**src/rtl/tile_rd_pkg.sv**
```systemverilog
package tile_rd_pkg;

    // internal operation codes of the command field
    typedef enum logic [1:0] {
        OP_NOP  = 2'd0,
        OP_READ = 2'd1,
        OP_PRE  = 2'd2,
        OP_ACT  = 2'd3
    } op_e;

    // position inside one 8-clock access slot
    typedef enum logic [1:0] {
        PH_ACT  = 2'd0,
        PH_GAP1 = 2'd1,
        PH_READ = 2'd2,
        PH_GAP2 = 2'd3
    } phase_e;

    // encoded command word, MSB first
    typedef struct packed {
        logic [14:0] addr;
        logic [2:0]  bank;
        logic [2:0]  rcw;     // RAS, CAS, WE, positive logic
        logic        dq_en;
        logic        dqs_en;
        logic        buf_rd;
        logic        done;
        logic [1:0]  rsvd;
        logic [4:0]  skip;
    } cmd_word_t;

    function automatic logic [2:0] rcw_of(op_e op);
        case (op)
            OP_ACT:  return 3'b100;
            OP_READ: return 3'b010;
            OP_PRE:  return 3'b101;
            default: return 3'b000;
        endcase
    endfunction

    // heights whose low three bits are 1..5 break the bank-reuse timing
    function automatic logic height_ok(logic nonzero, logic [2:0] lo3);
        return nonzero && (lo3 == 3'd0 || lo3 == 3'd6 || lo3 == 3'd7);
    endfunction

endpackage

```
**src/rtl/tile_scan.sv**
```systemverilog
module tile_scan
    import tile_rd_pkg::*;
#(
    parameter int ROW_W   = 15,
    parameter int COLHI_W = 7,
    parameter int BANK_W  = 3,
    parameter int INC_W   = 16,
    parameter int CNT_W   = 6,
    parameter int RCB_W   = ROW_W + COLHI_W + BANK_W
) (
    input  logic               clk,
    input  logic               rst,
    input  logic               start_ok,
    input  logic [ROW_W-1:0]   start_row,
    input  logic [COLHI_W-1:0] start_col,
    input  logic [INC_W-1:0]   row_inc,
    input  logic [CNT_W-1:0]   height,
    input  logic [CNT_W-1:0]   cols_m1,
    output logic               run,
    output phase_e             phase,
    output logic [RCB_W-1:0]   cur_addr,
    output logic               last_acc,
    output logic               pre_act
);

    localparam logic [RCB_W-1:0] COL_STEP = RCB_W'(1) << BANK_W;

    logic [RCB_W-1:0] col_base;
    logic [INC_W-1:0] inc_q;
    logic [CNT_W-1:0] rows_q;
    logic [CNT_W-1:0] cols_q;
    logic [CNT_W-1:0] line_cnt;
    logic [CNT_W-1:0] col_cnt;
    logic             line_end;

    assign line_end = (line_cnt == rows_q - CNT_W'(1));
    assign last_acc = line_end && (col_cnt == cols_q);
    assign pre_act  = start_ok || (run && phase == PH_GAP2 && !last_acc);

    always_ff @(posedge clk) begin
        if (rst) begin
            run      <= 1'b0;
            phase    <= PH_ACT;
            cur_addr <= '0;
            col_base <= '0;
            inc_q    <= '0;
            rows_q   <= '0;
            cols_q   <= '0;
            line_cnt <= '0;
            col_cnt  <= '0;
        end else if (start_ok) begin
            run      <= 1'b1;
            phase    <= PH_ACT;
            cur_addr <= {start_row, start_col, BANK_W'(0)};
            col_base <= {start_row, start_col, BANK_W'(0)};
            inc_q    <= row_inc;
            rows_q   <= height;
            cols_q   <= cols_m1;
            line_cnt <= '0;
            col_cnt  <= '0;
        end else if (run) begin
            phase <= phase_e'(phase + 2'd1);
            if (phase == PH_GAP2) begin
                if (last_acc) begin
                    run <= 1'b0;
                end else if (line_end) begin
                    line_cnt <= '0;
                    col_cnt  <= col_cnt + CNT_W'(1);
                    col_base <= col_base + COL_STEP;
                    cur_addr <= col_base + COL_STEP;
                end else begin
                    line_cnt <= line_cnt + CNT_W'(1);
                    cur_addr <= cur_addr + RCB_W'(inc_q);
                end
            end
        end
    end

    // the slot phase steps by one every clock of a running sequence
    assert_phase_step_R3: assert property (@(posedge clk) disable iff (rst)
        (run && $past(run)) |-> (phase == phase_e'($past(phase) + 2'd1)));

    // the line counter never passes the latched height
    assert_line_bound_R6: assert property (@(posedge clk) disable iff (rst)
        run |-> (line_cnt < rows_q));

    // an address load is always followed by an ACTIVATE slot
    assert_preact_next_R9: assert property (@(posedge clk) disable iff (rst)
        pre_act |=> (run && phase == PH_ACT));

endmodule

```
**src/rtl/cmd_pack.sv**
```systemverilog
module cmd_pack
    import tile_rd_pkg::*;
#(
    parameter int ROW_W    = 15,
    parameter int COLHI_W  = 7,
    parameter int BANK_W   = 3,
    parameter int AP_BIT   = 10,
    parameter int GAP_SKIP = 2,
    parameter int RCB_W    = ROW_W + COLHI_W + BANK_W
) (
    input  logic             clk,
    input  logic             rst,
    input  logic             run,
    input  phase_e           phase,
    input  logic [RCB_W-1:0] cur_addr,
    input  logic             last_acc,
    output logic [31:0]      cmd_word,
    output logic             cmd_wr
);

    localparam int COL_W = COLHI_W + 3;

    logic [ROW_W-1:0]   row_f;
    logic [COLHI_W-1:0] colhi_f;
    logic [BANK_W-1:0]  bank_f;
    logic [14:0]        col_addr;
    cmd_word_t          w;
    cmd_word_t          w_q;

    assign row_f   = cur_addr[RCB_W-1 -: ROW_W];
    assign colhi_f = cur_addr[BANK_W +: COLHI_W];
    assign bank_f  = cur_addr[BANK_W-1:0];

    always_comb begin
        col_addr              = '0;
        col_addr[COL_W-1:0]   = {colhi_f, 3'b000};
        col_addr[AP_BIT]      = 1'b1;
    end

    always_comb begin
        w      = '0;
        w.bank = 3'(bank_f);
        case (phase)
            PH_ACT: begin
                w.addr = 15'(row_f);
                w.rcw  = rcw_of(OP_ACT);
            end
            PH_GAP1: begin
                w.rcw  = rcw_of(OP_NOP);
                w.skip = 5'(GAP_SKIP);
            end
            PH_READ: begin
                w.addr = col_addr;
                w.rcw  = rcw_of(OP_READ);
            end
            default: begin
                w.rcw    = rcw_of(OP_NOP);
                w.skip   = 5'(GAP_SKIP);
                w.buf_rd = 1'b1;
                w.done   = last_acc;
            end
        endcase
    end

    always_ff @(posedge clk) begin
        if (rst) begin
            w_q    <= '0;
            cmd_wr <= 1'b0;
        end else begin
            w_q    <= run ? w : '0;
            cmd_wr <= run;
        end
    end

    assign cmd_word = w_q;

    // nothing is written after the done word
    assert_done_end_R7: assert property (@(posedge clk) disable iff (rst)
        (cmd_wr && w_q.done) |=> !cmd_wr);

    // a word is written only for a cycle of a running sequence
    assert_wr_source_R8: assert property (@(posedge clk) disable iff (rst)
        cmd_wr |-> $past(run));

    // at most one of RAS/CAS/WE is active in any emitted word
    assert_rcw_code_R4: assert property (@(posedge clk) disable iff (rst)
        cmd_wr |-> $onehot0(w_q.rcw));

endmodule

```
**src/rtl/tiled_rd_cmd_gen.sv**
```systemverilog
module tiled_rd_cmd_gen
    import tile_rd_pkg::*;
#(
    parameter int ROW_W      = 15,
    parameter int COL_W      = 10,
    parameter int BANK_W     = 3,
    parameter int INC_W      = 16,
    parameter int CNT_W      = 6,
    parameter int ACT_PERIOD = 8,
    parameter int AP_BIT     = 10
) (
    input  logic               clk,
    input  logic               rst,
    input  logic               start,
    input  logic [ROW_W-1:0]   start_row,
    input  logic [COL_W-4:0]   start_col,
    input  logic [INC_W-1:0]   row_inc,
    input  logic [CNT_W-1:0]   height,
    input  logic [CNT_W-1:0]   cols_m1,
    output logic [31:0]        cmd_word,
    output logic               cmd_wr,
    output logic               busy,
    output logic               height_err,
    output logic               pre_act
);

    localparam int COLHI_W  = COL_W - 3;
    localparam int RCB_W    = ROW_W + COLHI_W + BANK_W;
    localparam int GAP_SKIP = (ACT_PERIOD - 2) / 2 - 1;

    logic             run;
    logic             start_ok;
    logic             h_good;
    phase_e           phase;
    logic [RCB_W-1:0] cur_addr;
    logic             last_acc;

    assign h_good   = height_ok(height != '0, height[2:0]);
    assign start_ok = start && !run && h_good;
    assign busy     = run;

    always_ff @(posedge clk) begin
        if (rst)
            height_err <= 1'b0;
        else if (start && !run)
            height_err <= !h_good;
    end

    tile_scan #(
        .ROW_W(ROW_W), .COLHI_W(COLHI_W), .BANK_W(BANK_W),
        .INC_W(INC_W), .CNT_W(CNT_W), .RCB_W(RCB_W)
    ) i_scan (
        .clk(clk), .rst(rst), .start_ok(start_ok),
        .start_row(start_row), .start_col(start_col), .row_inc(row_inc),
        .height(height), .cols_m1(cols_m1),
        .run(run), .phase(phase), .cur_addr(cur_addr),
        .last_acc(last_acc), .pre_act(pre_act)
    );

    cmd_pack #(
        .ROW_W(ROW_W), .COLHI_W(COLHI_W), .BANK_W(BANK_W),
        .AP_BIT(AP_BIT), .GAP_SKIP(GAP_SKIP), .RCB_W(RCB_W)
    ) i_pack (
        .clk(clk), .rst(rst), .run(run), .phase(phase),
        .cur_addr(cur_addr), .last_acc(last_acc),
        .cmd_word(cmd_word), .cmd_wr(cmd_wr)
    );

    // a refused height never starts a sequence and raises the flag
    assert_bad_start_R2: assert property (@(posedge clk) disable iff (rst)
        (start && !run && !h_good) |=> (!busy && height_err));

endmodule

```
**config.mk**
```make
export PLATFORM = sky130hd
export DESIGN_NAME = tiled_rd_cmd_gen
export DESIGN_NICKNAME = d
export VERILOG_FILES = /design/src/rtl/tile_rd_pkg.sv /design/src/rtl/tile_scan.sv /design/src/rtl/cmd_pack.sv /design/src/rtl/tiled_rd_cmd_gen.sv
export SDC_FILE = /design/constraint.sdc
export NUM_CORES = 1
export LEC_CHECK = 0
export BUFFER_PORTS_ARGS = -buffer_cell sky130_fd_sc_hd__buf_4
export CAP_MARGIN = 20
export CORE_UTILIZATION = 30
export DETAILED_ROUTE_END_ITERATION = 10
export REMOVE_ABC_BUFFERS = 1
export SKIP_LAST_GASP = 1
export SLEW_MARGIN = 10
export SYNTH_ARGS = -nofsm -noshare
export SYNTH_HDL_FRONTEND = slang
export SYNTH_SLANG_ARGS = --single-unit
```
**constraint.sdc**
```tcl
create_clock -name clk -period 8.8 [get_ports clk]
set_clock_uncertainty 0.2 [all_clocks]
set_input_delay 0.88 -clock clk [delete_from_list [all_inputs] [get_ports clk]]
set_output_delay 0.88 -clock clk [all_outputs]
set_load 0.02 [all_outputs]
```
# Word level (Yosys, flattened, before mapping)
# Index checks and enable logic that the tools add are counted.
# totals
out_inout_bits	36
input_bits	53
regBits	127
# op_classes
n_reduce_logical	27
n_bitwise	2
add_sub_neg	6
eq_ne	8
mux	19
# ops
op	count
25-bit 2-to-1 mux	10
15-bit case mux with 2 select lines	1
25-bit by 16-bit adder with 25-bit output	1
25-bit by 4-bit adder with 25-bit output (second input constant)	1
6-bit by 1-bit adder with 6-bit output (second input constant)	2
6-bit equality test	2
4-bit AND reduction	2
3-bit equality test (second input constant)	2
1-bit logical AND	6
6-bit 2-to-1 mux	1
3-bit case mux with 2 select lines	1
3-bit AND reduction	2
2-bit nonzero test	3
6-bit nonzero test	1
2-bit OR reduction	3
6-bit by 1-bit subtractor with 6-bit output (second input constant)	1
5-bit OR reduction	1
2-bit equality test (second input constant)	2
1-bit 2-to-1 mux	4
2-bit 2-to-1 mux	2
1-bit zero test	3
3-bit zero test	1
1-bit logical OR	3
3-bit OR reduction	1
other kinds (5)	6

# Depth between registers and ports, before layout
# depth
depth_word	7
depth_mapped	11
ltp_nobuf	10

# Modules after synthesis
# A second synthesis with hierarchy kept.
# hier_totals
hier_cells	758
area_unflattened_um2	6358.6
# modules_own_cells
mod	seq_area_each_um2	area_each_um2	cells_per_inst	instances
tile_scan	1801.7	5477.8	680	1
cmd_pack	480.5	808.3	69	1
tiled_rd_cmd_gen	20.0	72.6	9	1

# Least setup slack after synthesis
# Ideal clock, no wire load.
# synth_timing
path_kind	flip-flop to output port
start	register i_scan.rows_q[0]
end	output pre_act
arrival_time_ns	1.873
path_slack_ns	5.847
stages_incl_launch_ff	10
path_cell_list	dfxtp_1 inv_1 ha_1 o21ba_1 a221oi_2 nor3_2 a211o_1 buf_4 nor2_4 inv_2
# synth_between
elab_chain_cells	6
# synth_lines
item	line_no	source
start, declared	tile_scan.sv:30	logic [CNT_W-1:0] rows_q;
start signal, assigned	tile_scan.sv:57	rows_q <= height;
6-bit by 1-bit subtractor with 6-bit output	tile_scan.sv:36	assign line_end = (line_cnt == rows_q - CNT_W'(1));
6-bit equality test	tile_scan.sv:36	
1-bit logical AND	tile_scan.sv:37	assign last_acc = line_end && (col_cnt == cols_q);
1-bit zero test	tile_scan.sv:38	assign pre_act = start_ok || (run && phase == PH_GAP2 && !last_acc);
1-bit logical AND	tile_scan.sv:38	
1-bit logical OR	tile_scan.sv:38	
end, declared	tiled_rd_cmd_gen.sv:24	output logic pre_act
# Every way passes these cells.

# Final worst setup path
# Ends and elaborated chain as after synthesis.

==> flow_summary.json <==
{
  "outcome": "completed",
  "htree_levels": 4,
  "yosysUniqueCellTypes": 81,
  "max_freq_ghz": 0.259,
  "num_vias": 5760,
  "ir_drop_uv": 106,
  "end_kind": "output port",
  "path_cells": "inv_1, ha_1, o21ba_1, a221oi_2, nor3_2, a211o_1, buf_4, nor2_4, inv_2, buf_4",
  "drc_errors": 0,
  "p_seq_share_pct": 38.3,
  "core_area_um2": 21000,
  "final_common_cell": "dfxtp_1",
  "seq_area_um2": 2300,
  "worst_path_dominant_cell_family": "compound AO/OA/AOI/OAI gates",
  "grt_max_degree": 75,
  "insertion_delay_ns": 0.42,
  "grt_usage_pct": 17.0,
  "final_max_slew_viol_count": 0,
  "ant_nets": 0,
  "finalSetupViolations": 0,
  "crit_buf_inv": 4,
  "wl_um": 18100,
  "path_clk_slew_ns": 0.05,
  "grt_pass1_wl_um": 28700,
  "finalCriticalPeriod_ns": 3.87,
  "cts_sinks": 115,
  "n_fill_cell": 2185,
  "top_layer": "met4",
  "cts_tree": "done",
  "syn_area_um2": 6420,
  "die-width_um": 148,
  "rsz0062_at_grt": "no",
  "port-buffer-count": 79,
  "layout_common_cells": "dfxtp_1, nand2_1, buf_4, nor2_1, a21oi_1",
  "arrival_ns": 2.79,
  "avgViaCountPerCell": 5.17,
  "crit_cells": 10,
  "tightest_slew_ns": 0.795,
  "cts_setup_buffers": 0,
  "yosysTopAreaCellShare_pct": 35.8,
  "r2r_slack_ns": 5.63,
  "route.met3.wl_um": 927,
  "syn_inst": 763,
  "seq_area_frac_synth_pct": 35.8,
  "place.gp.congestion": 0.859,
  "wl_per_cell_um": 16.2,
  "intPower_uw": 1130,
  "grt_pass1_vias": 5408,
  "p_leak_uw": 0.00321,
  "hold_start": "i_scan.inc_q[12]",
  "synth_area_leaders": "dfxtp_1, nand2_1, xor2_1",
  "drt-met1-wl_um": 8450,
  "first_pass_iters": 5,
  "crit_start": "i_scan.rows_q[0]",
  "place.detailed.hpwl_um": 13000,
  "area_growth_pct": 21.9,
  "num_io_pins": 89,
  "switchingPower_uw": 362,
  "fin_nets": 905,
  "synth_top_area_cell": "dfxtp_1",
  "reg2reg_to": "i_scan.cur_addr[24]",
  "initial_core_util_pct": 30.6,
  "slowest_stage": "dfxtp_1",
  "power_density_nw_per_um2": 191,
  "die_y_um": 148,
  "crit_top_cell": "buf_4",
  "yosys_warnings": 0,
  "multi_input_area_um2": 3820,
  "drive_gt1_share_pct": 17.3,
  "clock_path_buffers": 2,
  "drv_cap": 0,
  "hold_slack_ns": 0.263,
  "cp-start-kind": "register",
  "crit_type": "register to output port",
  "antenna_found_initial": 0,
  "antenna_cells": 0,
  "rows": 53,
  "r2r_cells": 10,
  "ys_ff_latch": 115,
  "p_sw_share_pct": 24.3,
  "grt-ovfl-total": 0,
  "critPathCapture": "pre_act",
  "cts_made_buffers": 17,
  "async_flop_share_pct": 0,
  "syn_area_per_cell_um2": 8.42,
  "dr_wl_met2_um": 8400,
  "synth-edff-count": 0,
  "ctsResizeCount": 0,
  "synthFlopType": "dfxtp_1",
  "relSlewSlack_pct": 46.9,
  "cp.required_ns": 7.72,
  "path_max_fanout": 26,
  "cpPeakStageDelay_ns": 0.39,
  "cts-root-buf": "clkbuf_16",
  "fin_tns_setup_ns": 0,
  "timing_hold_violations_final": 0,
  "clkPwrFrac_pct": 51.4,
  "comb_power_share_pct": 10.3,
  "holdCritPathClass": "register to register",
  "holdBufCountCts": 0,
  "reg2reg_from": "i_scan.cur_addr[0]",
  "fin_crit_sh_pct": 43.9,
  "dr.first_iter.drc_count": 407,
  "fp.dieArea_um2": 22000
}
==> area by class of cell <==
type                       instances  share of cell area (%)
timing repair buffer              85                    8.24
sequential                       115                    29.4
inverter                          17                   0.815
multi-input combinational        590                    48.8
tap                              275                    4.39
clock buffer                      22                    6.06
clock inverter                    10                    2.27
==> per-layer routing <==
metal / up-vias / GRT usage, %
li1: 2840 / -
met1: 2728 / 21.9
met2: 167 / 27.8
met3: 25 / 4.08
met4: 0 / 5.57
met5: - / 0
==> power groups by stage <==
stage | sequential, µW | clock, µW | combinational, µW
after floorplan | 576 | 0 | 96.2
after global placement | 582 | 0 | 152
after detailed placement | 582 | 0 | 153
after CTS | 571 | 779 | 154
after global routing | 574 | 804 | 170
final | 571 | 768 | 153
==> worst min path at each step <==
stage | to | slack, ns | cells past startpoint
final | i_scan.inc_q[12] | 0.26 | 2
after global routing | i_scan.rows_q[5] | 0.29 | 2
after CTS | i_scan.inc_q[12] | 0.26 | 2
after detailed placement | i_scan.inc_q[12] | 0.26 | 2
after global placement | i_scan.inc_q[2] | 0.25 | 2
after floorplan | i_scan.inc_q[0] | 0.23 | 2
==> stage by stage <==
step           instances  area [µm²]  setup slack (ns)  util (%)  power, µW
2_1_floorplan        722        6190              3.32         -        672
3_3_place_gp        1081        7160              5.28      34.1        733
3_5_place_dp        1081        7160              5.23      34.1        735
4_1_cts             1113        7820              4.93      37.2       1500
5_1_grt             1114        7830              4.79      37.3       1550
6_report            1114        7830              4.93      37.3       1490
==> worst register-to-register path, delay by kind of cell, from the launching register on <==
family / cells / cell delay [ns]
AO/OA/AOI/OAI: 5 / 1.59
adder cells (fa/ha/maj): 2 / 0.55
flip-flops: 1 / 0.36
AND/OR/NAND/NOR: 1 / 0.20
XOR/XNOR: 1 / 0.11
buffers and inverters: 1 / 0.06
==> cells by family after synthesis <==
| logic type | count (synthesis) | synth area share [%] |
|---|---|---|
| simple gates | 292 | 22.9 |
| compound gates | 197 | 21.8 |
| flops | 115 | 35.8 |
| buf+inv | 66 | 5.12 |
| xor+xnor | 62 | 8.45 |
| fa+ha+maj | 26 | 5.18 |
| mux | 4 | 0.623 |
| other cells | 1 | 0.0584 |
==> cells in the mapped netlist (3+ instances only) <==
| master | count |
|---|---|
| a211o_1 | 3 |
| xor2_1 | 37 |
| a22oi_1 | 4 |
| o31ai_1 | 4 |
| nand3_1 | 28 |
| nor3_1 | 8 |
| and2_1 | 11 |
| nand4_1 | 14 |
| ha_1 | 25 |
| nor2_1 | 67 |
| o21ai_0 | 24 |
| or3_1 | 3 |
| a211oi_1 | 19 |
| inv_1 | 16 |
| a311oi_1 | 7 |
| a31oi_1 | 8 |
| and3_1 | 23 |
| buf_1 | 5 |
| nand2_1 | 103 |
| mux2i_1 | 4 |
| a21oi_1 | 64 |
| buf_2 | 8 |
| a21o_1 | 7 |
| o21bai_1 | 4 |
| nand3b_1 | 3 |
| o211ai_1 | 7 |
| dfxtp_1 | 115 |
| o221ai_1 | 3 |
| buf_6 | 4 |
| xnor2_1 | 25 |
| a22o_1 | 8 |
| nor4_4 | 3 |
| clkbuf_1 | 21 |
| o21a_1 | 4 |
| nand2b_1 | 6 |
| buf_4 | 11 |
==> flip-flops by register name (all words and copies together) (netlist names) <==
signal	cells
i_pack.cmd_wr	1
i_scan.phase	2
i_scan.rows_q	6
height_err	1
i_scan.cols_q	6
i_pack.cmd_word	23
i_scan.run	1
i_scan.col_cnt	6
i_scan.line_cnt	6
i_scan.col_base	22
i_scan.inc_q	16
i_scan.cur_addr	25
Note: power is estimated with default switching activity, not from simulation.
